--- src/rtl/pcu_pkg.sv ---
package pcu_pkg;
   typedef enum logic {PH_FETCH = 1'b0, PH_RUN = 1'b1} pcu_phase_t;

   function automatic int unsigned lanes_of(input int unsigned width);
      return width / 8;
   endfunction
endpackage

--- src/rtl/pcu_vec_seq.sv ---
module pcu_vec_seq #(
   parameter int unsigned AW       = 16,
   parameter logic [AW-1:0] VEC_BASE = '0,
   localparam int unsigned NLANE   = pcu_pkg::lanes_of(AW),
   localparam int unsigned CW      = (NLANE > 1) ? $clog2(NLANE) : 1
) (
   input  logic             clk,
   input  logic             rst_n,
   output logic             rd,
   output logic [AW-1:0]    addr,
   output logic [NLANE-1:0] lane_we,
   output logic             run
);
   import pcu_pkg::*;

   pcu_phase_t    phase_q;
   logic [CW-1:0] idx_q;

   always_ff @(posedge clk or negedge rst_n) begin
      if (!rst_n) begin
         phase_q <= PH_FETCH;
         idx_q   <= '0;
      end else if (phase_q == PH_FETCH) begin
         if (idx_q == CW'(NLANE - 1)) phase_q <= PH_RUN;
         else                         idx_q   <= idx_q + 1'b1;
      end
   end

   always_comb begin
      rd      = (phase_q == PH_FETCH);
      run     = (phase_q == PH_RUN);
      addr    = VEC_BASE + AW'(idx_q);
      lane_we = '0;
      if (rd) lane_we[idx_q] = 1'b1;
   end

   p_one_lane_r3: assert property (@(posedge clk) disable iff (!rst_n)
      $onehot0(lane_we));
   p_run_sticky_r3: assert property (@(posedge clk) disable iff (!rst_n)
      run |=> run);
   p_no_read_r10: assert property (@(posedge clk) disable iff (!rst_n)
      run |-> !rd);
endmodule

--- src/rtl/pcu_pc_reg.sv ---
module pcu_pc_reg #(
   parameter int unsigned AW     = 16,
   parameter int unsigned MAXLEN = 4,
   localparam int unsigned NLANE = pcu_pkg::lanes_of(AW),
   localparam int unsigned LW    = $clog2(MAXLEN + 1)
) (
   input  logic             clk,
   input  logic             rst_n,
   input  logic [NLANE-1:0] lane_we,
   input  logic [7:0]       byte_in,
   input  logic             run,
   input  logic             adv,
   input  logic [LW-1:0]    len,
   input  logic             load,
   input  logic [AW-1:0]    target,
   output logic [AW-1:0]    pc
);
   logic [AW-1:0] pc_n;

   // A load has priority over an advance.
   always_comb begin
      pc_n = pc;
      if (run) begin
         if (load)     pc_n = target;
         else if (adv) pc_n = pc + AW'(len);
      end
   end

   for (genvar g = 0; g < NLANE; g++) begin : g_lane
      always_ff @(posedge clk or negedge rst_n) begin
         if (!rst_n)          pc[g*8 +: 8] <= 8'h00;
         else if (lane_we[g]) pc[g*8 +: 8] <= byte_in;
         else if (run)        pc[g*8 +: 8] <= pc_n[g*8 +: 8];
      end
   end

   p_len_range_r5: assert property (@(posedge clk) disable iff (!rst_n)
      (run && adv && !load) |-> (len >= 1 && len <= LW'(MAXLEN)));
   p_adv_step_r5: assert property (@(posedge clk) disable iff (!rst_n)
      (run && adv && !load) |=> pc == $past(pc) + AW'($past(len)));
   p_load_r7: assert property (@(posedge clk) disable iff (!rst_n)
      (run && load) |=> pc == $past(target));
   p_hold_r9: assert property (@(posedge clk) disable iff (!rst_n)
      (run && !adv && !load) |=> $stable(pc));
endmodule

--- src/rtl/pc_vector_unit.sv ---
module pc_vector_unit #(
   parameter int unsigned   AW       = 16,
   parameter int unsigned   MAXLEN   = 4,
   parameter logic [AW-1:0] VEC_BASE = '0,
   localparam int unsigned  LW       = $clog2(MAXLEN + 1),
   localparam int unsigned  NLANE    = pcu_pkg::lanes_of(AW)
) (
   input  logic          clk,
   input  logic          rst_n,
   output logic          vec_rd,
   output logic [AW-1:0] vec_addr,
   input  logic [7:0]    vec_data,
   input  logic          adv,
   input  logic [LW-1:0] ilen,
   input  logic          br_ld,
   input  logic [AW-1:0] br_tgt,
   output logic [AW-1:0] pc,
   output logic          ready
);
   if (AW % 8 != 0 || AW < 16) begin : g_bad_width
      $error("pc_vector_unit: AW must be a multiple of 8, at least 16");
   end
   if (MAXLEN < 1) begin : g_bad_len
      $error("pc_vector_unit: MAXLEN must be at least 1");
   end

   logic [NLANE-1:0] lane_we;

   pcu_vec_seq #(.AW(AW), .VEC_BASE(VEC_BASE)) u_seq (
      .clk(clk), .rst_n(rst_n), .rd(vec_rd), .addr(vec_addr),
      .lane_we(lane_we), .run(ready)
   );

   pcu_pc_reg #(.AW(AW), .MAXLEN(MAXLEN)) u_pc (
      .clk(clk), .rst_n(rst_n), .lane_we(lane_we), .byte_in(vec_data),
      .run(ready), .adv(adv), .len(ilen), .load(br_ld), .target(br_tgt),
      .pc(pc)
   );

   p_last_byte_r2: assert property (@(posedge clk) disable iff (!rst_n)
      $rose(ready) |-> $past(vec_addr) == VEC_BASE + AW'(NLANE - 1));
   p_fetch_frozen_r4: assert property (@(posedge clk) disable iff (!rst_n)
      (!ready && !vec_rd) |-> 1'b0);
endmodule

--- config.mk ---
export PLATFORM = sky130hd
export DESIGN_NAME = pc_vector_unit
export DESIGN_NICKNAME = d
export VERILOG_FILES = /design/src/rtl/pcu_pkg.sv /design/src/rtl/pcu_vec_seq.sv /design/src/rtl/pcu_pc_reg.sv /design/src/rtl/pc_vector_unit.sv
export SDC_FILE = /design/constraint.sdc
export NUM_CORES = 1
export LEC_CHECK = 0
export BUFFER_PORTS_ARGS = -buffer_cell sky130_fd_sc_hd__buf_4
export CORE_ASPECT_RATIO = 0.8
export CORE_UTILIZATION = 47
export CTS_CLUSTER_DIAMETER = 120
export DETAILED_ROUTE_END_ITERATION = 10
export PLACE_DENSITY = 0.8
export SKIP_CTS_REPAIR_TIMING = 1
export SLEW_MARGIN = 20
export SYNTH_ARGS = -nofsm -noshare
export SYNTH_HDL_FRONTEND = slang
export SYNTH_SLANG_ARGS = --single-unit
--- constraint.sdc ---
create_clock -name clk -period 2.2 [get_ports clk]
set_input_delay 0.44 -clock clk [delete_from_list [all_inputs] [get_ports clk]]
set_output_delay 0.44 -clock clk [all_outputs]
set_load 0.02 [all_outputs]
### Yosys cells after proc, flatten, opt, wreduce, memory -nomap -nowiden

Cells that the tools add are included.

| cells by class | value |
|---|---|
| add/sub/neg operators | 2 |
| magnitude comparators | 2 |
| mux-type cells | 12 |
| bitwise operators | 1 |
| reductions and logical operators | 7 |

Operators with widths:

| kind | number |
|---|---|
| $mux 16 | 2 |
| $mux 8 | 4 |
| $add 16x3->16 | 1 |
| $reduce_bool 3->1 | 2 |
| $mux 1 | 4 |
| $reduce_and 2->1 | 2 |
| $reduce_bool 2->1 | 2 |
| $lt 1x2->1 const B | 1 |
| $mux 2 | 1 |
| $add 1x1->1 const B | 1 |
| $demux 1 s1 | 1 |
| $ge 1x1->1 const B | 1 |
| $logic_and 1x1->1 | 1 |
| $not 1->1 | 1 |

| word-level totals | value |
|---|---|
| flip-flop bits (word level) | 18 |
| input port bits | 31 |
| output and inout port bits | 34 |
| logic and storage cells | 28 |

### Longest topological paths before layout

| depth | value |
|---|---|
| word-level depth | 7 |
| gate-level depth with buffers | 7 |
| depth with buffers taken out | 7 |

### Hierarchy

A second synthesis with hierarchy kept.

| second synthesis, totals | value |
|---|---|
| cell total of the unflattened synthesis | 185 |
| area, all modules | 1475.2 um^2 |

By module, submodules not included:

| module | instances | cells each | area an instance (um^2) | seq. area each (um^2) |
|---|---|---|---|---|
| pcu_pc_reg | 1 | 161 | 1275.0 | 400.4 |
| pcu_vec_seq | 1 | 24 | 200.2 | 50.0 |

### Least setup slack after synthesis

No wires, ideal clock.

| path | value |
|---|---|
| path kind | register to register |
| start | register u_pc.pc[0] |
| end | register u_pc.pc[6] |
| library setup time | 116 ps |
| data arrival time | 1805 ps |
| data required time | 2084 ps |
| path slack | 279 ps |
| stages on the path, launching flop included | 8 |
| path buffers | 0 |
| clock period less this slack | 1921 ps |
| path through | dfrtp_1 > ha_1 > fa_1 > a21oi_1 > nor2b_1 > a31oi_1 > o21ai_0 > o311ai_0 |

| between the ends | value |
|---|---|
| longest elaborated chain between the ends | 5 |

Ends and longest elaborated chain:

| item | RTL line | RTL |
|---|---|---|
| start, declared | pcu_pc_reg.sv:16 | `output logic [AW-1:0] pc` |
| start signal, assigned by index | pcu_pc_reg.sv:32 | `else if (lane_we[g]) pc[g*8 +: 8] <= byte_in;` |
| start signal, assigned by index | pcu_pc_reg.sv:33 | `else if (run) pc[g*8 +: 8] <= pc_n[g*8 +: 8];` |
| $add 16x3->16 | pcu_pc_reg.sv:25 | `else if (adv) pc_n = pc + AW'(len);` |
| $mux 16 | pcu_pc_reg.sv:25 |  |
| $mux 16 | pcu_pc_reg.sv:24 | `if (load) pc_n = target;` |
| $mux 8 | pcu_pc_reg.sv:33 |  |
| $mux 8 | pcu_pc_reg.sv:32 |  |

Every way passes these cells. The select of a mux whose other input is x is not followed.
A chain may end at the register's enable or synchronous reset.

### Worst setup path after layout

Same ends and word-level chain as after synthesis.

==> results by stage <==
Critical path:
- STA classifies the critical path endpoint as a register.
- The delay of the slowest cell on the worst path is 0.42 ns.
- At the worst endpoint, the arrival time is approximately 2.1 ns.
- The largest fanout on the critical path is 4.
- The worst setup path is launched from a register.
- The master of the slowest instance on the critical path is dfrtp_1.
- The worst setup path is of the reg -> reg kind.
- Data on the critical path is required at its endpoint by ~2.4 ns.
- The signal on the critical path passes through ha_1 > fa_1 > a21oi_1 > nor2b_1 > a31oi_1 > o21ai_0 > o311ai_0.

Global routing:
- The first global-routing pass estimated approximately 6000 um of wire.
- The number of global-route vias before repair was roughly 1300.
- Summed over all layers, the global routing overflow is 0.
- The number of antenna violations at the first check in global routing came to 0.
- Entering global routing, the biggest net connects 19 pins.
- The total routing resource utilization after global routing is 0.243.

Synthesis:
- The most frequent cell after synthesis is dfrtp_1.
- For this run, asynchronously set or reset flops after synthesis account for 1.00.
- The count of mapped cells out of synthesis is around 160.
- In the synthesized netlist, the cells that appear most often are 18 x dfrtp_1, 17 x buf_4, 13 x nand2_1.
- The cell type contributing the most total cell area after synthesis is dfrtp_1.
- The number of enable-type register cells in the synthesized netlist is 0.
- The number of synthesized register bits is 18.
- Synthesis instantiated 48 different standard cells from the library.
- The warning count from the yosys run is 0.
- The top cell type's share of synthesized area is 0.315.
- The dominant combinational cell family by area after synthesis is compound AO/OA/AOI/OAI gates.
- For this run, the leading register cell type out of synthesis is dfrtp_1.
- The multiplexer share of the synthesized area is 0.
- The adder-cell area share of the yosys netlist is 0.0402.
- The average footprint of a synthesized cell is around 9.1 um2.
- For this run, the register share of the synthesized area comes to 0.315.
- The synthesized-area fraction occupied by ao, oa, aoi and oai cells is 0.279.
- The post-synthesis xor/xnor area fraction is 0.00612.
- Ranked by total cell area, the synthesized netlist is headed by dfrtp_1 31%, buf_4 8.9%, a22oi_1 6.3%, nand3_1 3.8%, nand2_1 3.4%.
- The simple-gate area share of the yosys netlist is 0.223.
- Summing every instance area after synthesis gives 1430 um2.

Drt:
- The number of iterations in the first detailed-routing pass is 4.
- In this run the remaining antenna-violating nets after routing total 0.
- In the routed design, unresolved DRC markers number 0.
- The via count normalized by instance count is ~5.7.
- In this run, the number of DRC markers left after iteration 0 of detailed routing was 120.
- The total via count in the routed design is between 1000 and 1500.
- The final layout contains routed wiring with a total length of approximately 3800 um.
- Dividing the detail-routed wire length by the instance count gives ~16 um.

Timing:
- The final worst hold slack is ~0.036 ns.
- The maximum clock frequency is approximately 510 MHz.
- The routed design could run at a clock period as short as a little under 2 ns.
- At the pin with the least slew margin, the transition time is roughly 0.5 ns.
- The number of pins exceeding their max-slew limit in the final report is 0.
- Measured against its own limit, the worst slew margin works out to 0.657.
- Setup repair after global routing left no endpoint under its margin.
- Across the routed clock network, the largest skew measured is about 0.0015 ns.
- The aggregate negative setup slack is 0 ns.
- The count of final hold-check violations is 0.
- The number of endpoints failing setup at the final stage is 0.
- In the finished design, the share of the clock period the worst path needs comes to 0.898.

Cells and area:
- The number of antenna diodes in the final layout is 0.
- The fraction of layout cells with a size suffix above 1 is 0.345.
- The final core utilization is 0.631.
- In the final design database the tool counted between 200 and 250 nets.
- The filler cells instantiated in the layout total about 240.
- The signed area change from the synthesized netlist to the final layout is 24.8%.
- Summing all non-filler instances in the final layout gives an area of about 1800 um2.

Power:
- For this design the static power due to leakage is 0.797 nW.
- The net load switching power is 0.000374 W.
- The share of total power dissipated in combinational logic is 0.326.
- IR analysis of the VDD net gives a maximum drop of 0.344 mV.
- The power per cell area is approximately 590 nW/um2.
- Of the total power, registers draw 0.404.
- Of the total power, the share spent switching nets is 0.356.
- The relative contribution of the clock network to total power is 0.271.
- The design internal power is 0.000675 W.

Placed design:
- The count of buffers added on input and output ports is 49.
- The instance area after placement is ~1700 um2.
- The congestion estimate from routability-driven global placement came to around 0.87.
- The wire-length estimate of the detail-placed layout is approximately 3000 um.

Die:
- The number of I/O pins is 65.
- The row count is 17.
- The area of the die is between 3000 and 4000 um2.
- The area of the core region is ~2800 um2.
- The starting density of the core is 0.506.
- The die is between 60 and 70 um wide.
- The die outline height is 51.3 um.

Run:
- Max-cap violations in this run came to 0.

CTS:
- For this design, the sink count on the clock tree is 18.
- In this run the number of H-tree levels came out at 1.
- The clock-pin slew on the worst setup and hold paths is ~0.070 ns.
- The clock insertion delay at the later pin of the skew report is between 0.2 and 0.3 ns.
- Clock tree synthesis inserted a total of 3 buffers.
- In this run the clock root is driven by a clkbuf_8.
- Counting along the longest clock path gives a buffer depth of 2.
- TritonCTS built the clock tree.

Run status:
- The flow ran to the end, and the final reports show no timing, DRC or antenna violations.

Min path:
- The worst min-delay path class is in -> async.
[cells by family (layout without fill, tap and decap cells)]
logic type | count (synthesis) | count (layout)
flip-flops | 18 | 18
AO/OA/AOI/OAI | 56 | 56
other | 1 | 15
AND/OR/NAND/NOR | 52 | 52
XOR/XNOR | 1 | 1
adder cells (fa/ha/maj) | 4 | 4
buffers and inverters | 26 | 57
[routing by layer]
layer,routed length (um),vias up,part of all wire,global-route usage
met2,1890,52,0.50,0.415
met3,186,7,0.049,0.0446
met4,54,0,0.014,0.0871
li1,-,654,-,-
met5,0,-,0,0
met1,1650,657,0.44,0.309
[flip-flops by register name, indices dropped and copies added, names as in the netlist]
name         count
u_seq.run        1
u_pc.pc         16
u_seq.idx_q      1
[power groups by stage]
stage | logic [W] | registers (W) | clock network, W
after floorplan | 0.000194 | 0.000455 | 0
after global placement | 0.000331 | 0.000425 | 0
after detailed placement | 0.000341 | 0.000429 | 0
after CTS | 0.000342 | 0.000423 | 0.000290
after global routing | 0.000369 | 0.000430 | 0.000297
final | 0.000342 | 0.000424 | 0.000284
[layout by cell type (no fill, tap or decap), types with 2 or more instances in the layout]
master	instances
o311ai_2	2
a21o_1	2
o22a_1	2
nand2_1	13
dfrtp_1	18
conb_1	15
a21oi_1	6
nor2_1	6
nand3_1	11
buf_4	51
or2_2	2
o31ai_1	2
nor2b_1	2
o311ai_1	2
clkbuf_8	4
a31oi_1	4
o21ai_0	8
o21ai_1	3
a22oi_1	12
nand2_2	2
o22ai_1	2
ha_1	3
nand4_1	2
o211ai_1	6
inv_1	2
[layout make-up]
type	count	area, um2	area share
Tap cell	38	47.5	0.0266
Multi-Input combinational cell	128	841	0.471
Clock buffer	4	55.1	0.0309
Inverter	2	7.51	0.00421
Timing Repair Buffer	51	383	0.215
Sequential cell	18	450	0.252
[worst max-delay path: cells and delay by family, from the launching register on]
family / cells / cell delay (ns)
and+or+nand+nor: 1 / 0.12
adders and majority gates: 2 / 0.65
AOI/OAI and AO/OA: 4 / 0.67
DFF: 1 / 0.42
[stage by stage]
| step | setup slack, ns | cells | power [W] |
|---|---|---|---|
| after floorplan | 0.279 | 172 | 0.000649 |
| after global placement | 0.165 | 237 | 0.000756 |
| after detailed placement | 0.113 | 237 | 0.000769 |
| after CTS | 0.243 | 241 | 0.00106 |
| after global routing | 0.0916 | 241 | 0.00110 |
| final | 0.224 | 241 | 0.00105 |
[final timing paths]
path	from	end	slack, ns	cells past startpoint
worst min-delay path	rst_n	u_pc.pc[8]$_DFFE_PN0P_	0.04	1
worst max-delay path	u_pc.pc[0]$_DFFE_PN0P_	u_pc.pc[6]$_DFFE_PN0P_	0.22	7
worst max register to register	u_pc.pc[0]$_DFFE_PN0P_	u_pc.pc[6]$_DFFE_PN0P_	0.22	7
worst min register to register	u_pc.pc[13]$_DFFE_PN0P_	u_pc.pc[13]$_DFFE_PN0P_	0.53	1
min in group clk	vec_data[1]	u_pc.pc[1]$_DFFE_PN0P_	0.39	3
max in group asynchronous	rst_n	u_pc.pc[7]$_DFFE_PN0P_	1.97	1
Note: power is estimated with default switching activity, not from simulation.
